--- config.mk ---
export PLATFORM = sky130hd
export DESIGN_NAME = wp_seq_guard
export DESIGN_NICKNAME = d
export VERILOG_FILES = /design/src/rtl/wp_pkg.sv /design/src/rtl/seq_matcher.sv /design/src/rtl/load_window.sv /design/src/rtl/wp_seq_guard.sv
export SDC_FILE = /design/constraint.sdc
export NUM_CORES = 1
export LEC_CHECK = 0
export BUFFER_PORTS_ARGS = -buffer_cell sky130_fd_sc_hd__buf_4
export CAP_MARGIN = 40
export CORE_MARGIN = 10
export CORE_UTILIZATION = 53
export DETAILED_ROUTE_END_ITERATION = 16
export PLACE_DENSITY = 0.84
export SLEW_MARGIN = 20
export SYNTH_ARGS = -nofsm -noshare
export SYNTH_HDL_FRONTEND = slang
export SYNTH_HIERARCHICAL = 1
export SYNTH_SLANG_ARGS = --single-unit
export TNS_END_PERCENT = 50
--- constraint.sdc ---
create_clock -name clk -period 6.5 [get_ports clk]
set_clock_uncertainty 0.05 [all_clocks]
set_input_delay 0.65 -clock clk [delete_from_list [all_inputs] [get_ports clk]]
set_output_delay 0.65 -clock clk [all_outputs]
set_load 0.02 [all_outputs]
--- src/rtl/wp_pkg.sv ---
package wp_pkg;

  localparam int unsigned BYTE_W = 8;

  // Step counter update: advance on a match of the expected step,
  // otherwise restart, counting the write as step one if it matches step zero.
  function automatic int unsigned step_next(input int unsigned cur,
                                            input logic hit_cur,
                                            input logic hit_first);
    if (hit_cur)        return cur + 1;
    else if (hit_first) return 1;
    else                return 0;
  endfunction

endpackage

--- src/rtl/seq_matcher.sv ---
module seq_matcher #(
  parameter int unsigned LEN    = 3,
  parameter int unsigned ADDR_W = 18,
  parameter int unsigned DATA_W = 8,
  parameter logic [LEN*ADDR_W-1:0] ADDRS = '0,
  parameter logic [LEN*DATA_W-1:0] DATAS = '0
) (
  input  logic              clk,
  input  logic              rst_n,
  input  logic              wr_valid,
  input  logic [ADDR_W-1:0] wr_addr,
  input  logic [DATA_W-1:0] wr_data,
  input  logic              clear,
  output logic              hit
);
  localparam int unsigned CW = (LEN > 1) ? $clog2(LEN) : 1;
  localparam logic [CW-1:0] LAST = CW'(LEN - 1);

  logic [CW-1:0] step_q;
  logic          match_cur;
  logic          match_first;

  assign match_cur   = (wr_addr == ADDRS[step_q*ADDR_W +: ADDR_W]) &&
                       (wr_data == DATAS[step_q*DATA_W +: DATA_W]);
  assign match_first = (wr_addr == ADDRS[ADDR_W-1:0]) &&
                       (wr_data == DATAS[DATA_W-1:0]);
  assign hit = rst_n && wr_valid && match_cur && (step_q == LAST);

  always_ff @(posedge clk) begin
    if (!rst_n || clear)
      step_q <= '0;
    else if (wr_valid)
      step_q <= CW'(wp_pkg::step_next(int'(step_q), match_cur, match_first));
  end

  // a write matching neither the expected step nor step zero restarts
  p_mismatch_idle_r6: assert property (@(posedge clk) disable iff (!rst_n)
    (wr_valid && !match_cur && !match_first && !clear) |=> (step_q == '0));

  // idle cycles leave the progress untouched
  p_idle_hold_r11: assert property (@(posedge clk) disable iff (!rst_n)
    (!wr_valid && !clear) |=> $stable(step_q));

endmodule

--- src/rtl/load_window.sv ---
module load_window (
  input  logic clk,
  input  logic rst_n,
  input  logic open_i,
  input  logic close_i,
  input  logic drop_i,
  output logic window_o
);
  logic win_q;

  always_ff @(posedge clk) begin
    if (!rst_n)                 win_q <= 1'b0;
    else if (open_i)            win_q <= 1'b1;
    else if (close_i || drop_i) win_q <= 1'b0;
  end

  assign window_o = win_q;

  // the window only opens on a completed unlock
  p_open_needs_unlock_r4: assert property (@(posedge clk) disable iff (!rst_n)
    $rose(win_q) |-> $past(open_i));

  // the end of a load cycle closes the window
  p_close_on_done_r5: assert property (@(posedge clk) disable iff (!rst_n)
    (win_q && close_i && !open_i) |=> !win_q);

endmodule

--- src/rtl/wp_seq_guard.sv ---
module wp_seq_guard #(
  parameter int unsigned ADDR_W = 18,
  parameter int unsigned DATA_W = wp_pkg::BYTE_W,
  parameter logic [3*ADDR_W-1:0] UNL_ADDRS = {ADDR_W'(15'h5555), ADDR_W'(15'h2AAA), ADDR_W'(15'h5555)},
  parameter logic [3*DATA_W-1:0] UNL_DATAS = {DATA_W'(8'hA0), DATA_W'(8'h55), DATA_W'(8'hAA)},
  parameter logic [6*ADDR_W-1:0] DIS_ADDRS = {ADDR_W'(15'h5555), ADDR_W'(15'h2AAA), ADDR_W'(15'h5555),
                                              ADDR_W'(15'h5555), ADDR_W'(15'h2AAA), ADDR_W'(15'h5555)},
  parameter logic [6*DATA_W-1:0] DIS_DATAS = {DATA_W'(8'h20), DATA_W'(8'h55), DATA_W'(8'hAA),
                                              DATA_W'(8'h80), DATA_W'(8'h55), DATA_W'(8'hAA)}
) (
  input  logic              clk,
  input  logic              rst_n,
  input  logic              wr_valid,
  input  logic [ADDR_W-1:0] wr_addr,
  input  logic [DATA_W-1:0] wr_data,
  input  logic              load_done,
  output logic              load_permit,
  output logic              prot_en
);
  // Named internal events
  logic unl_hit;
  logic dis_hit;
  logic any_hit;
  logic window;

  // Protection flag: set out of the box, no reset branch (persists).
  logic prot_q = 1'b1;

  assign any_hit = unl_hit || dis_hit;

  seq_matcher #(
    .LEN(3), .ADDR_W(ADDR_W), .DATA_W(DATA_W),
    .ADDRS(UNL_ADDRS), .DATAS(UNL_DATAS)
  ) unlock_i (
    .clk(clk), .rst_n(rst_n), .wr_valid(wr_valid),
    .wr_addr(wr_addr), .wr_data(wr_data),
    .clear(any_hit), .hit(unl_hit)
  );

  seq_matcher #(
    .LEN(6), .ADDR_W(ADDR_W), .DATA_W(DATA_W),
    .ADDRS(DIS_ADDRS), .DATAS(DIS_DATAS)
  ) disable_i (
    .clk(clk), .rst_n(rst_n), .wr_valid(wr_valid),
    .wr_addr(wr_addr), .wr_data(wr_data),
    .clear(any_hit), .hit(dis_hit)
  );

  load_window win_i (
    .clk(clk), .rst_n(rst_n),
    .open_i(unl_hit), .close_i(load_done), .drop_i(dis_hit),
    .window_o(window)
  );

  always_ff @(posedge clk) begin
    if (unl_hit)      prot_q <= 1'b1;
    else if (dis_hit) prot_q <= 1'b0;
  end

  assign prot_en     = prot_q;
  assign load_permit = !prot_q || window;

  // reset leaves the protection flag alone
  p_reset_keeps_prot_r2: assert property (@(posedge clk)
    !rst_n |=> (prot_q == $past(prot_q)));

  // protection only drops after a completed disable sequence
  p_prot_fall_r7: assert property (@(posedge clk) disable iff (!rst_n)
    $fell(prot_q) |-> $past(dis_hit));

  // protection only rises after a completed unlock sequence
  p_prot_rise_r9: assert property (@(posedge clk) disable iff (!rst_n)
    $rose(prot_q) |-> $past(unl_hit));

  // unprotected means loads are always permitted
  p_unprot_permit_r8: assert property (@(posedge clk) disable iff (!rst_n)
    !prot_q |-> load_permit);

  // protected without a window keeps loads blocked next cycle unless unlocked
  p_blocked_r3: assert property (@(posedge clk) disable iff (!rst_n)
    (prot_q && !load_permit && !unl_hit && !dis_hit) |=> !load_permit);

endmodule

**Word level (Yosys, flattened, before mapping)**

Index checks and enable logic that the tools add are counted.

- Output and inout port bits: 2
- Word-level logic and storage cells: 40
- Bits of input ports: 30
- Register bits after elaboration: 7

- Equal/unequal tests: 8
- Multiply operators: 2
- Shifts and indexed selects: 4
- Muxes and demuxes: 5
- Reduce and logical (&&, ||, !) cells: 15
- Add/sub/neg operators: 2

Operator list:

| cell | count |
|---|---|
| variable part select 108 x 9 -> 18 bit, first input constant | 1 |
| variable part select 54 x 8 -> 18 bit, first input constant | 1 |
| variable part select 48 x 7 -> 8 bit, first input constant | 1 |
| equality test 18 bit | 2 |
| variable part select 24 x 6 -> 8 bit, first input constant | 1 |
| equality test 18 x 15 -> 1 bit, second input constant | 1 |
| equality test 8 bit | 2 |
| equality test 8 bit, second input constant | 1 |
| logical AND 1 bit | 8 |
| multiplier 3 x 4 -> 7 bit, second input constant | 1 |
| multiplier 2 x 4 -> 6 bit, second input constant | 1 |
| logical OR 1 bit | 4 |
| adder 3 x 1 -> 3 bit, second input constant | 1 |
| equality test 3 bit, second input constant | 1 |
| two-way mux 1 bit | 3 |
| two-way mux 3 bit | 1 |
| adder 2 x 1 -> 2 bit, second input constant | 1 |
| equality test 2 bit, second input constant | 1 |
| logical NOT 1 bit | 2 |
| two-way mux 2 bit | 1 |
| nonzero test 2 bit | 1 |

**Longest topological paths before layout**

Gate-level depths: netlist of run 1.

- Depth in word-level cells: 9
- Depth in mapped cells: 13
- Depth with buffers taken out: 13

**Cells and area by module**

The synthesis of run 1 kept the hierarchy.

Modules (own cells, without submodules):

| module | instances | seq. area each (um^2) | cells an instance | area an instance (um^2) |
|---|---|---|---|---|
| seq_matcher (disable_i) | 1 | 60.1 | 63 | 476.7 |
| seq_matcher (unlock_i) | 1 | 40.0 | 50 | 385.4 |
| wp_seq_guard | 1 | 20.0 | 5 | 43.8 |
| load_window | 1 | 20.0 | 3 | 40.0 |

**Worst setup path before layout of run 1**

Ideal clock, no wire load.

- Kind: input to register
- Start point: input wr_data[0]
- End point: register disable_i.step_q[0]
- Buffers on the path: 0
- Cell stages on the path: 11
- Required time: 6,332 ps
- Library setup time: 118 ps
- Setup slack: 4,027 ps
- Arrival: 2,305 ps
- Cell sequence: or4_1 -> o22ai_1 -> nor4b_4 -> nand2_1 -> nor2_1 -> or2_1 -> or2b_1 -> nor2_1 -> nand4_1 -> a21o_1 -> o21ai_1

- Longest elaborated chain between the ends: 6
- Elaborated cells on any way between the ends: 14
- Classes of those cells: eq/ne: 3; mux: 2; reduce/logical: 9

Ends and longest elaborated chain:

| item | RTL line | RTL |
|---|---|---|
| from (decl) | wp_seq_guard.sv:15 | `input logic [DATA_W-1:0] wr_data,` |
| equality test 8 bit | seq_matcher.sv:24 | `(wr_data == DATAS[step_q*DATA_W +: DATA_W]);` |
| logical AND 1 bit | seq_matcher.sv:23 | `assign match_cur = (wr_addr == ADDRS[step_q*ADDR_W +: ADDR_W]) &&` |
| logical AND 1 bit (2 in a row) | seq_matcher.sv:27 | `assign hit = rst_n && wr_valid && match_cur && (step_q == LAST);` |
| net unl_hit | wp_seq_guard.sv:21 | `logic unl_hit;` |
| logical OR 1 bit | wp_seq_guard.sv:29 | `assign any_hit = unl_hit \|\| dis_hit;` |
| net any_hit | wp_seq_guard.sv:23 | `logic any_hit;` |
| logical OR 1 bit | seq_matcher.sv:30 | `if (!rst_n \|\| clear)` |
| to (signal assigned) | seq_matcher.sv:33 | `step_q <= CW'(wp_pkg::step_next(int'(step_q), match_cur, match_first));` |
| to (decl) | seq_matcher.sv:19 | `logic [CW-1:0] step_q;` |

The timed path passes the listed nets, and every way through them passes these cells.
A chain may end at the register's enable or synchronous reset.

**Final worst setup path of run 1**

- Start point: register disable_i.step_q[0]
- End point: register disable_i.step_q[0]

- Longest elaborated chain between the ends: 8
- Elaborated cells on any way between the ends: 13
- Classes of those cells: add/sub: 1; mul: 1; eq/ne: 3; shift: 2; mux: 1; reduce/logical: 5

Ends and longest elaborated chain:

| item | RTL line | RTL |
|---|---|---|
| multiplier 3 x 4 -> 7 bit | seq_matcher.sv:23 |  |
| variable part select 108 x 9 -> 18 bit | seq_matcher.sv:23 |  |
| equality test 18 bit | seq_matcher.sv:23 |  |
| logical AND 1 bit | seq_matcher.sv:23 |  |
| logical AND 1 bit | seq_matcher.sv:27 |  |
| logical AND 1 bit (*) | seq_matcher.sv:27 |  |
| net dis_hit | wp_seq_guard.sv:22 | `logic dis_hit;` |
| logical OR 1 bit (*) | wp_seq_guard.sv:29 |  |
| net any_hit | wp_seq_guard.sv:23 |  |
| logical OR 1 bit (*) | seq_matcher.sv:30 |  |

Mark *: on every way through the listed nets, which the timed path passes. The rest lies on a longest branch.

==> impl_metrics.json, run 1 <==
{
  "outcome": "finished, final reports clean",
  "slew_viol_final": 0,
  "wl_per_cell_um": 15.89,
  "cts.sink_count": 7,
  "netlist_area_um2": 945.9,
  "grt_pass1_vias": 1045,
  "core_area_um2": 1708,
  "grt_pass1_wl_mm": 4.602,
  "post_cts_buffers": 0,
  "path_cells": "inv_1 -> ha_1 -> or3_2 -> a32oi_4 -> nand2_1 -> nor2_1 -> or2_1 -> or2b_1 -> nor2_1 -> nand4_1 -> a21o_1 -> o21ai_1",
  "synth_ff_type": "dfxtp_1",
  "antenna_left": 0,
  "gp_congestion": 0.8752,
  "drc": 0,
  "cts.root.buffer_cell": "clkbuf_4",
  "ys_ff_latch": 7,
  "hold_viol": 0,
  "r2r_cells": 12,
  "totalWireLength_mm": 2.860,
  "setup_violations": 0,
  "yosys-top-cells-area": "dfxtp_1 (15%), ha_1 (9.3%), nand4_1 (7.9%), nor4_1 (4.0%), nand3_1 (3.7%)",
  "criticalPathCategory": "reg -> reg",
  "critPathArrivalTime_ns": 2.77,
  "slowest_delay_ns": 0.50,
  "antenna_found_initial": 0,
  "htree_levels": 1,
  "grt.overflow.total": 0,
  "synth_cells": 121,
  "io_buffers": 31,
  "nets": 193,
  "final_cell_mix": "buf_4 (31), nand4_1 (12), nand2_1 (8)",
  "timing.rr.end": "disable_i/step_q[0]",
  "seq_area_frac_synth_pct": 14.81,
  "cts_tree": "done",
  "hold_class": "reg -> reg",
  "synth.largest_area_cell": "dfxtp_1",
  "drive_gt1_share_pct": 31.61,
  "irDropWorstVdd_uv": 105.8,
  "fillers": 156,
  "whs_path_depth": 2,
  "place_hpwl_mm": 2.409,
  "period_minus_slack_ns": 2.676,
  "async_reset_ff_share_pct": 0,
  "critical_path.most_common_cell": "nor2_1",
  "ctsResizeCount": 0,
  "final_common_cell": "buf_4",
  "grt_usage_pct": 13.83,
  "path_max_fanout": 5,
  "fin_setup_tns_ns": 0,
  "pwr_density_cell_nw_per_um2": 95.33,
  "numCtsBuffers": 3,
  "cp_slowest_cell": "or3_2",
  "vias": 1104,
  "power_leakage_nw": 0.4702,
  "ys_types": 44,
  "dr.first_iter.drc_count": 29,
  "syn_avg_cell_area_um2": 7.817,
  "rsz0062_at_grt": "false",
  "antennaDiodeCount": 0,
  "dr.pass1.iters": 4,
  "ctsHoldBuffers": 0,
  "via_per_inst": 6.133,
  "synth.net_count": 158,
  "cap_violations": 0,
  "r2r-start": "disable_i/step_q[0]",
  "slew_headroom_pct": 73.81,
  "regArea_um2": 140.1,
  "fin_crit_sh_pct": 41.17,
  "hold_start": "unlock_i/step_q[1]",
  "dieArea_um2": 3874,
  "synth_top_cell_area_share_pct": 14.81,
  "worst_ep_required_time_ns": 6.59,
  "die_w_um": 62.25,
  "holdPathEnd": "unlock_i/step_q[1]",
  "critPathLaunchType": "flip-flop",
  "multi_input_area_um2": 775.7,
  "clock.fmax_ghz": 0.3737,
  "total_power_mw": 0.1168,
  "cp-end-kind": "flip-flop",
  "grt_max_degree": 15,
  "top_level_ports": 32,
  "clk_pin_slew_worst_paths_ns": 0.05,
  "worst_pin_slew_ns": 0.3888,
  "std_cell_rows": 15,
  "clk_latency_ns": 0.25,
  "start_util_pct": 55.38,
  "clockBufferDepth": 2,
  "die_y_um": 62.25,
  "synth-edff-count": 0,
  "rrSetupSlack_ns": 3.82,
  "areaGrowthSynthToFinish_pct": 29.50,
  "synth_warnings": 6
}
[state kept, by name (all words and copies together) (netlist names)]
signal / flops
disable_i/step_q: 3
prot_en: 1
unlock_i/step_q: 2
win_i/window_o: 1
[critical path: cells and delay by family (launching register included)]
family | cells | cell delay (ns)
compound gates | 3 | 0.39
fa+ha+maj | 1 | 0.35
buf+inv | 1 | 0.10
flops | 1 | 0.41
simple gates | 7 | 1.27
[synthesized netlist by cell type (2+ instances only)]
| library cell | count |
|---|---|
| a21o_1 | 2 |
| a21oi_1 | 3 |
| and3_2 | 3 |
| dfxtp_1 | 7 |
| ha_1 | 7 |
| inv_1 | 5 |
| mux2i_1 | 3 |
| nand2_1 | 8 |
| nand2b_1 | 3 |
| nand3_1 | 7 |
| nand4_1 | 12 |
| nor2_1 | 7 |
| nor2b_1 | 3 |
| nor3_1 | 5 |
| nor4_1 | 6 |
| o21ai_0 | 4 |
| o21ai_1 | 2 |
| o22ai_1 | 2 |
| or2_1 | 2 |
| or2b_1 | 2 |
| or3_2 | 2 |
| or4_1 | 2 |
| or4_4 | 2 |
| xnor2_1 | 2 |
[metrics by stage]
step / instance area [um^2] / instances / utilization, % / worst slack [ns] / hold WS, ns
6_report: 1225 / 180 / 71.72 / 3.824 / 0.4361
5_1_grt: 1225 / 180 / 71.72 / 3.604 / 0.4599
4_1_cts: 1225 / 180 / 71.72 / 3.828 / 0.4419
3_5_place_dp: 1199 / 176 / 70.18 / 3.674 / 0.4295
3_3_place_gp: 1199 / 176 / 70.18 / 3.779 / 0.4273
2_1_floorplan: 945.9 / 121 / - / 4.027 / 0.4107
[where the power goes]
group,switching (mW),internal [mW]
sequential,0.000356,0.0433
clock,0.0147,0.0233
combinational,0.0167,0.0183
total,0.0318,0.0850
[worst max path at each step]
stage	startpoint	endpoint	slack, ns	cells past startpoint
2_1_floorplan	wr_data[0]	disable_i/step_q[0]	4.03	11
3_3_place_gp	wr_data[0]	disable_i/step_q[0]	3.78	12
3_5_place_dp	wr_data[0]	disable_i/step_q[0]	3.67	12
4_1_cts	disable_i/step_q[0]	disable_i/step_q[0]	3.83	12
5_1_grt	disable_i/step_q[0]	disable_i/step_q[0]	3.60	12
6_report	disable_i/step_q[0]	disable_i/step_q[0]	3.82	12
[area by class of cell]
class | instances | area share, %
well taps | 25 | 2.554
multi-input cells | 108 | 63.33
flip-flops and latches | 7 | 11.44
clock buffers | 4 | 2.145
repair buffers | 31 | 19.00
inverters | 5 | 1.532
[logic make-up (layout without fill, tap and decap cells)]
logic type | count (synthesis) | in the layout | share of synthesized area, %
simple gates | 75 | 75 | 51.32
compound gates | 21 | 21 | 16.40
fa+ha+maj | 7 | 7 | 9.259
flops | 7 | 7 | 14.81
buf+inv | 6 | 40 | 3.175
mux | 3 | 3 | 3.175
xor+xnor | 2 | 2 | 1.852
[routing by layer]
| metal | up-vias | GRT usage [%] | wire length (um) |
|---|---|---|---|
| met4 | 0 | 5.714 | 51 |
| met2 | 36 | 24.36 | 1359 |
| met3 | 6 | 3.047 | 132 |
| met5 | - | 0 | 0 |
| li1 | 537 | - | - |
| met1 | 525 | 15.50 | 1316 |
(Power assumes the default switching activity.)
==> inputs of run 2 (changes only) <==
- ABC_AREA: unset -> 1
- CORE_UTILIZATION: 53 -> 47
- PLACE_DENSITY: 0.84 -> 0.76
- clock period: 6.5 -> 2.25 ns (I/O delays scaled with it)
==> impl_metrics.json, run 2 <==
{
  "antenna_found_initial": 0,
  "slowest_delay_ns": 0.39,
  "worst_pin_slew_ns": 0.2539,
  "vias": 1428,
  "rrSetupSlack_ns": 0.08,
  "gp_congestion": 0.8479,
  "clkPwrFrac_pct": 26.1,
  "grt_pass1_vias": 1194,
  "pwr_density_cell_nw_per_um2": 258.8,
  "dr.first_iter.drc_count": 68,
  "final_cell_mix": "nand2_1 (67), nor2_1 (38), inv_1 (36), buf_4 (36), nand3_1 (15)",
  "largestRegisters": "disable_i/step_q x3, unlock_i/step_q x2",
  "critPathArrivalTime_ns": 2.25,
  "drc": 0,
  "synth.net_count": 262,
  "path_max_fanout": 3,
  "cts.root.buffer_cell": "clkbuf_4",
  "hold_viol": 0,
  "start_util_pct": 48.51,
  "async_reset_ff_share_pct": 0,
  "yosys-top-cells-area": "nand2_1 (22%), nor2_1 (13%), inv_1 (12%), dfxtp_1 (12%), ha_1 (7.4%)",
  "synth_cells": 225,
  "core_area_um2": 2432,
  "io_buffers": 31,
  "hold_class": "in -> reg",
  "yosysMostFrequentCell": "nand2_1",
  "outcome": "finished, final reports clean",
  "grt_max_degree": 9,
  "wl_per_cell_um": 10.81,
  "multi_input_area_um2": 963.4,
  "criticalPathCategory": "reg -> reg",
  "place_hpwl_mm": 2.620,
  "nets": 304,
  "clockBufferDepth": 2,
  "fin_crit_sh_pct": 96.37,
  "numCtsBuffers": 3,
  "final_common_cell": "nand2_1",
  "crit_family": "simple AND/OR/NAND/NOR gates",
  "largest_reg_flops": 3,
  "fin_ws_ns": 0.08165,
  "via_per_inst": 4.824,
  "fillers": 246,
  "net-switching-power_mw": 0.1440,
  "swShare_pct": 34.21,
  "worst_ep_required_time_ns": 2.34,
  "cp.buffers_inverters": 4,
  "p_int_mw": 0.2769,
  "drive_gt1_share_pct": 28.95,
  "std_cell_rows": 18,
  "clk_latency_ns": 0.25,
  "cp_slowest_cell": "dfxtp_4",
  "totalWireLength_mm": 3.199,
  "seq_area_frac_synth_pct": 11.88,
  "critPathLaunchType": "flip-flop",
  "synth_top_cell_area_share_pct": 21.63,
  "clock.fmax_ghz": 0.4612,
  "synth_warnings": 6,
  "antenna_left": 0,
  "setup_violations": 0,
  "slew_headroom_pct": 83.07,
  "p_seq_share_pct": 31.2,
  "yosys-top-cells-count": "nand2_1 (68), nor2_1 (40), inv_1 (38)",
  "ctsHoldBuffers": 0,
  "dr.pass1.iters": 4,
  "fin_setup_tns_ns": 0,
  "grt_usage_pct": 11.84,
  "cts_tree": "done",
  "grt_pass1_wl_mm": 5.119,
  "path_cells": "inv_4 -> ha_4 -> nor2_4 -> inv_2 -> o21ai_2 -> nand3_2 -> nor2_4 -> nand2_2 -> nor4_4 -> inv_1 -> nand2_2 -> nor2_1 -> inv_1 -> a21oi_1 -> o21ai_1 -> nor2_1",
  "top_level_ports": 32,
  "largest_register": "disable_i/step_q",
  "syn_avg_cell_area_um2": 5.244,
  "areaGrowthSynthToFinish_pct": 37.86,
  "die_w_um": 70.11,
  "htree_levels": 1,
  "dieArea_um2": 4915,
  "synth-edff-count": 0,
  "power_leakage_nw": 0.8440,
  "dp_slack_ns": -0.03048,
  "netlist_area_um2": 1180,
  "grt.overflow.total": 0,
  "synth_ff_type": "dfxtp_1",
  "clk_pin_slew_worst_paths_ns": 0.05,
  "synth.largest_area_cell": "nand2_1",
  "slew_viol_final": 0,
  "cp-end-kind": "flip-flop",
  "rsz0062_at_grt": "true",
  "antennaDiodeCount": 0,
  "p_comb_share_pct": 42.7,
  "cts.sink_count": 7,
  "regArea_um2": 146.4,
  "irDropWorstVdd_uv": 379.3,
  "period_minus_slack_ns": 2.168,
  "ys_types": 23,
  "total_power_mw": 0.4209,
  "cap_violations": 0,
  "ys_ff_latch": 7,
  "die_y_um": 70.11
}
==> run 2: changes by cell type after synthesis, moves of 4 or more <==
cell     delta
nand3_1     +9
nor2_1     +33
nand2_1    +60
nand2_2     +7
inv_2       +4
nor2_4      +5
a21oi_1     +4
nand4_1     -8
inv_1      +33
nor4_1      -5
==> run 2: path summary, 6_finish.rpt <==
| path | start | to | depth (start not counted) |
|---|---|---|---|
| max | disable_i/step_q[0] | disable_i/step_q[1] | 16 |
| min | wr_valid | unlock_i/step_q[1] | 2 |
| max reg2reg | disable_i/step_q[0] | disable_i/step_q[1] | 16 |
| min reg2reg | prot_en | prot_en | 2 |
==> run 2: layout make-up <==
cell class | count | share of cell area, %
Sequential cell | 7 | 9.000
Inverter | 42 | 10.00
Timing Repair Buffer | 37 | 17.85
Clock buffer | 4 | 1.615
Multi-Input combinational cell | 176 | 59.23
Tap cell | 30 | 2.308
==> run 2: stage by stage <==
stage / instances / hold WS, ns / instance area, um^2 / util (%)
2_1_floorplan: 225 / 0.2685 / 1180 / -
3_3_place_gp: 287 / 0.4139 / 1458 / 59.93
3_5_place_dp: 287 / 0.4147 / 1458 / 59.93
4_1_cts: 291 / 0.1801 / 1488 / 61.16
5_1_grt: 296 / 0.1880 / 1627 / 66.87
6_report: 296 / 0.1869 / 1627 / 66.87
==> run 2: logic make-up after synthesis <==
family / count (synthesis) / share of synthesized area [%]
buffers and inverters: 42 / 13.36
AO/OA/AOI/OAI: 16 / 7.529
adder cells (fa/ha/maj): 7 / 7.423
flip-flops: 7 / 11.88
AND/OR/NAND/NOR: 153 / 59.81
==> run 2: repair_timing <==
item	CTS	global route
buffers inserted	0	5
cloned	0	0
pin swaps	0	4
resized for setup	2	24
setup endpoints to repair	3	5
==> run 2: per-layer routing <==
metal	track usage [%]	vias up	wire length, um
li1	-	775	-
met2	18.73	40	1527
met3	3.531	0	205
met5	0	-	0
met4	1.316	0	0
met1	15.73	613	1466
==> run 2: power groups by stage <==
stage / registers (mW) / clock network (mW) / logic, mW
3_5_place_dp: 0.133 / 0 / 0.161
2_1_floorplan: 0.132 / 0 / 0.0844
4_1_cts: 0.130 / 0.113 / 0.163
3_3_place_gp: 0.133 / 0 / 0.159
5_1_grt: 0.131 / 0.125 / 0.201
6_report: 0.131 / 0.110 / 0.180
==> inputs of run 3 (changes only) <==
- BUFFER_PORTS_ARGS: -buffer_cell sky130_fd_sc_hd__buf_4 -> -buffer_cell sky130_fd_sc_hd__buf_2
- RECOVER_POWER: unset -> 100
==> impl_metrics.json, run 3 (synthesis results as in run 2) <==
{
  "outcome": "finished, final reports clean",
  "dpl.cell_count": 287,
  "path_cells": "inv_4 -> ha_4 -> nor2_4 -> inv_2 -> o21ai_1 -> nand3_1 -> nor2_4 -> nand2_2 -> nor4_4 -> inv_1 -> nand2_2 -> nor2_2 -> inv_2 -> a21oi_2 -> o21ai_1 -> nor2_1",
  "core_area_um2": 2432,
  "nets": 303,
  "pwr_density_cell_nw_per_um2": 269.2,
  "totalWireLength_mm": 3.029,
  "largest_register": "disable_i/step_q",
  "cp-end-kind": "flip-flop",
  "vias": 1383,
  "antennaDiodeCount": 0,
  "dr.pass1.iters": 4,
  "htree_levels": 1,
  "die_w_um": 70.11,
  "clock.fmax_ghz": 0.4671,
  "cts_tree": "done",
  "slew_headroom_pct": 83.19,
  "cap_violations": 0,
  "setup_violations": 0,
  "antenna_found_initial": 0,
  "final_cell_mix": "nand2_1 (66), nor2_1 (36), inv_1 (34), buf_2 (29), nand3_1 (16)",
  "grt.overflow.total": 0,
  "via_per_inst": 4.688,
  "largest_reg_flops": 3,
  "finalInstanceArea_um2": 1528,
  "slew_viol_final": 0,
  "stdcell_count": 295,
  "hold_viol": 0,
  "critPathLaunchType": "flip-flop",
  "ctsHoldBuffers": 0,
  "dieArea_um2": 4915,
  "numCtsBuffers": 3,
  "grt_pass1_wl_mm": 5.064,
  "irDropWorstVdd_uv": 383.4,
  "wl_per_cell_um": 10.27,
  "cts.root.buffer_cell": "clkbuf_4",
  "rsz0062_at_grt": "true",
  "power_leakage_nw": 0.7957,
  "grt_pass1_vias": 1237,
  "cts.sink_count": 7,
  "criticalPathCategory": "reg -> reg",
  "clk_pin_slew_worst_paths_ns": 0.05,
  "drive_gt1_share_pct": 29.81,
  "areaGrowthSynthToFinish_pct": 29.48,
  "clk_latency_ns": 0.26,
  "antenna_left": 0,
  "gp_congestion": 0.8538,
  "die_y_um": 70.11,
  "slowest_delay_ns": 0.38,
  "place_hpwl_mm": 2.456,
  "largestRegisters": "disable_i/step_q x3, unlock_i/step_q x2",
  "rrSetupSlack_ns": 0.11,
  "fin_crit_sh_pct": 95.14,
  "place_area_um2": 1380,
  "cp_slowest_cell": "dfxtp_4",
  "clockBufferDepth": 2,
  "worst_pin_slew_ns": 0.2522,
  "io_buffers": 31,
  "period_minus_slack_ns": 2.141,
  "path_max_fanout": 4,
  "worst_ep_required_time_ns": 2.35,
  "start_util_pct": 48.51,
  "holdWs_ns": 0.1767,
  "final_core_utilization_pct": 62.81,
  "dr.first_iter.drc_count": 51,
  "drc": 0,
  "hold_class": "in -> reg",
  "critPathArrivalTime_ns": 2.24,
  "grt_max_degree": 9,
  "final_common_cell": "nand2_1",
  "std_cell_rows": 18,
  "grt_usage_pct": 11.93,
  "top_level_ports": 32
}
run 3: changes by cell type in the layout (fill, tap and decap cells not counted), moves of 2 or more:
cell,previous run,this run
buf_4,36,5
inv_2,4,6
a21oi_2,1,3
a21oi_1,7,5
clkbuf_1,1,3
nor2_1,38,36
inv_1,36,34
buf_2,0,29
run 3: path summary, 6_finish.rpt:
check                       from  depth (start not counted)                   to
max          disable_i/step_q[0]                         16  disable_i/step_q[1]
min                        rst_n                          3       win_i/window_o
max reg2reg  disable_i/step_q[0]                         16  disable_i/step_q[1]
min reg2reg              prot_en                          2              prot_en
run 3: area by class of cell:
class,instances,area [um^2]
multi-input combinational,176,964.7
tap,30,37.54
timing repair buffer,36,190.2
inverter,42,162.7
clock buffer,4,26.28
sequential,7,146.4
fill,256,904.6
run 3: worst max-delay path, delay by kind of cell (launching register included):
kind,cells,cell delay (ns)
AO/OA/AOI/OAI,3,0.23
adder cells (fa/ha/maj),1,0.22
buffers and inverters,4,0.28
flip-flops,1,0.38
AND/OR/NAND/NOR,8,0.86
run 3: metal layers:
| metal | GRT usage (%) | routed length (um) |
|---|---|---|
| met1 | 14.89 | 1429 |
| met5 | 0 | 0 |
| met2 | 18.53 | 1387 |
| met3 | 3.672 | 164 |
| met4 | 4.605 | 48 |
run 3: metrics by stage:
stage	setup slack [ns]	total power [mW]	setup TNS, ns
2_1_floorplan	0.1856	0.2169	0
3_3_place_gp	0.06003	0.2763	0
3_5_place_dp	-0.03000	0.2769	-0.05337
4_1_cts	0.04537	0.3969	0
5_1_grt	-0.06276	0.4484	-0.1675
6_report	0.1093	0.4112	0
run 3: repair_timing:
item,in CTS,in global routing
pin swaps,0,16
gates resized for setup,2,29
endpoints found under the setup margin,3,5
setup buffers,0,4
run 3: report_power, final:
part / switching (mW) / internal [mW]
combinational: 0.0963 / 0.0670
clock: 0.0492 / 0.0679
sequential: 0.00380 / 0.127
total: 0.149 / 0.262
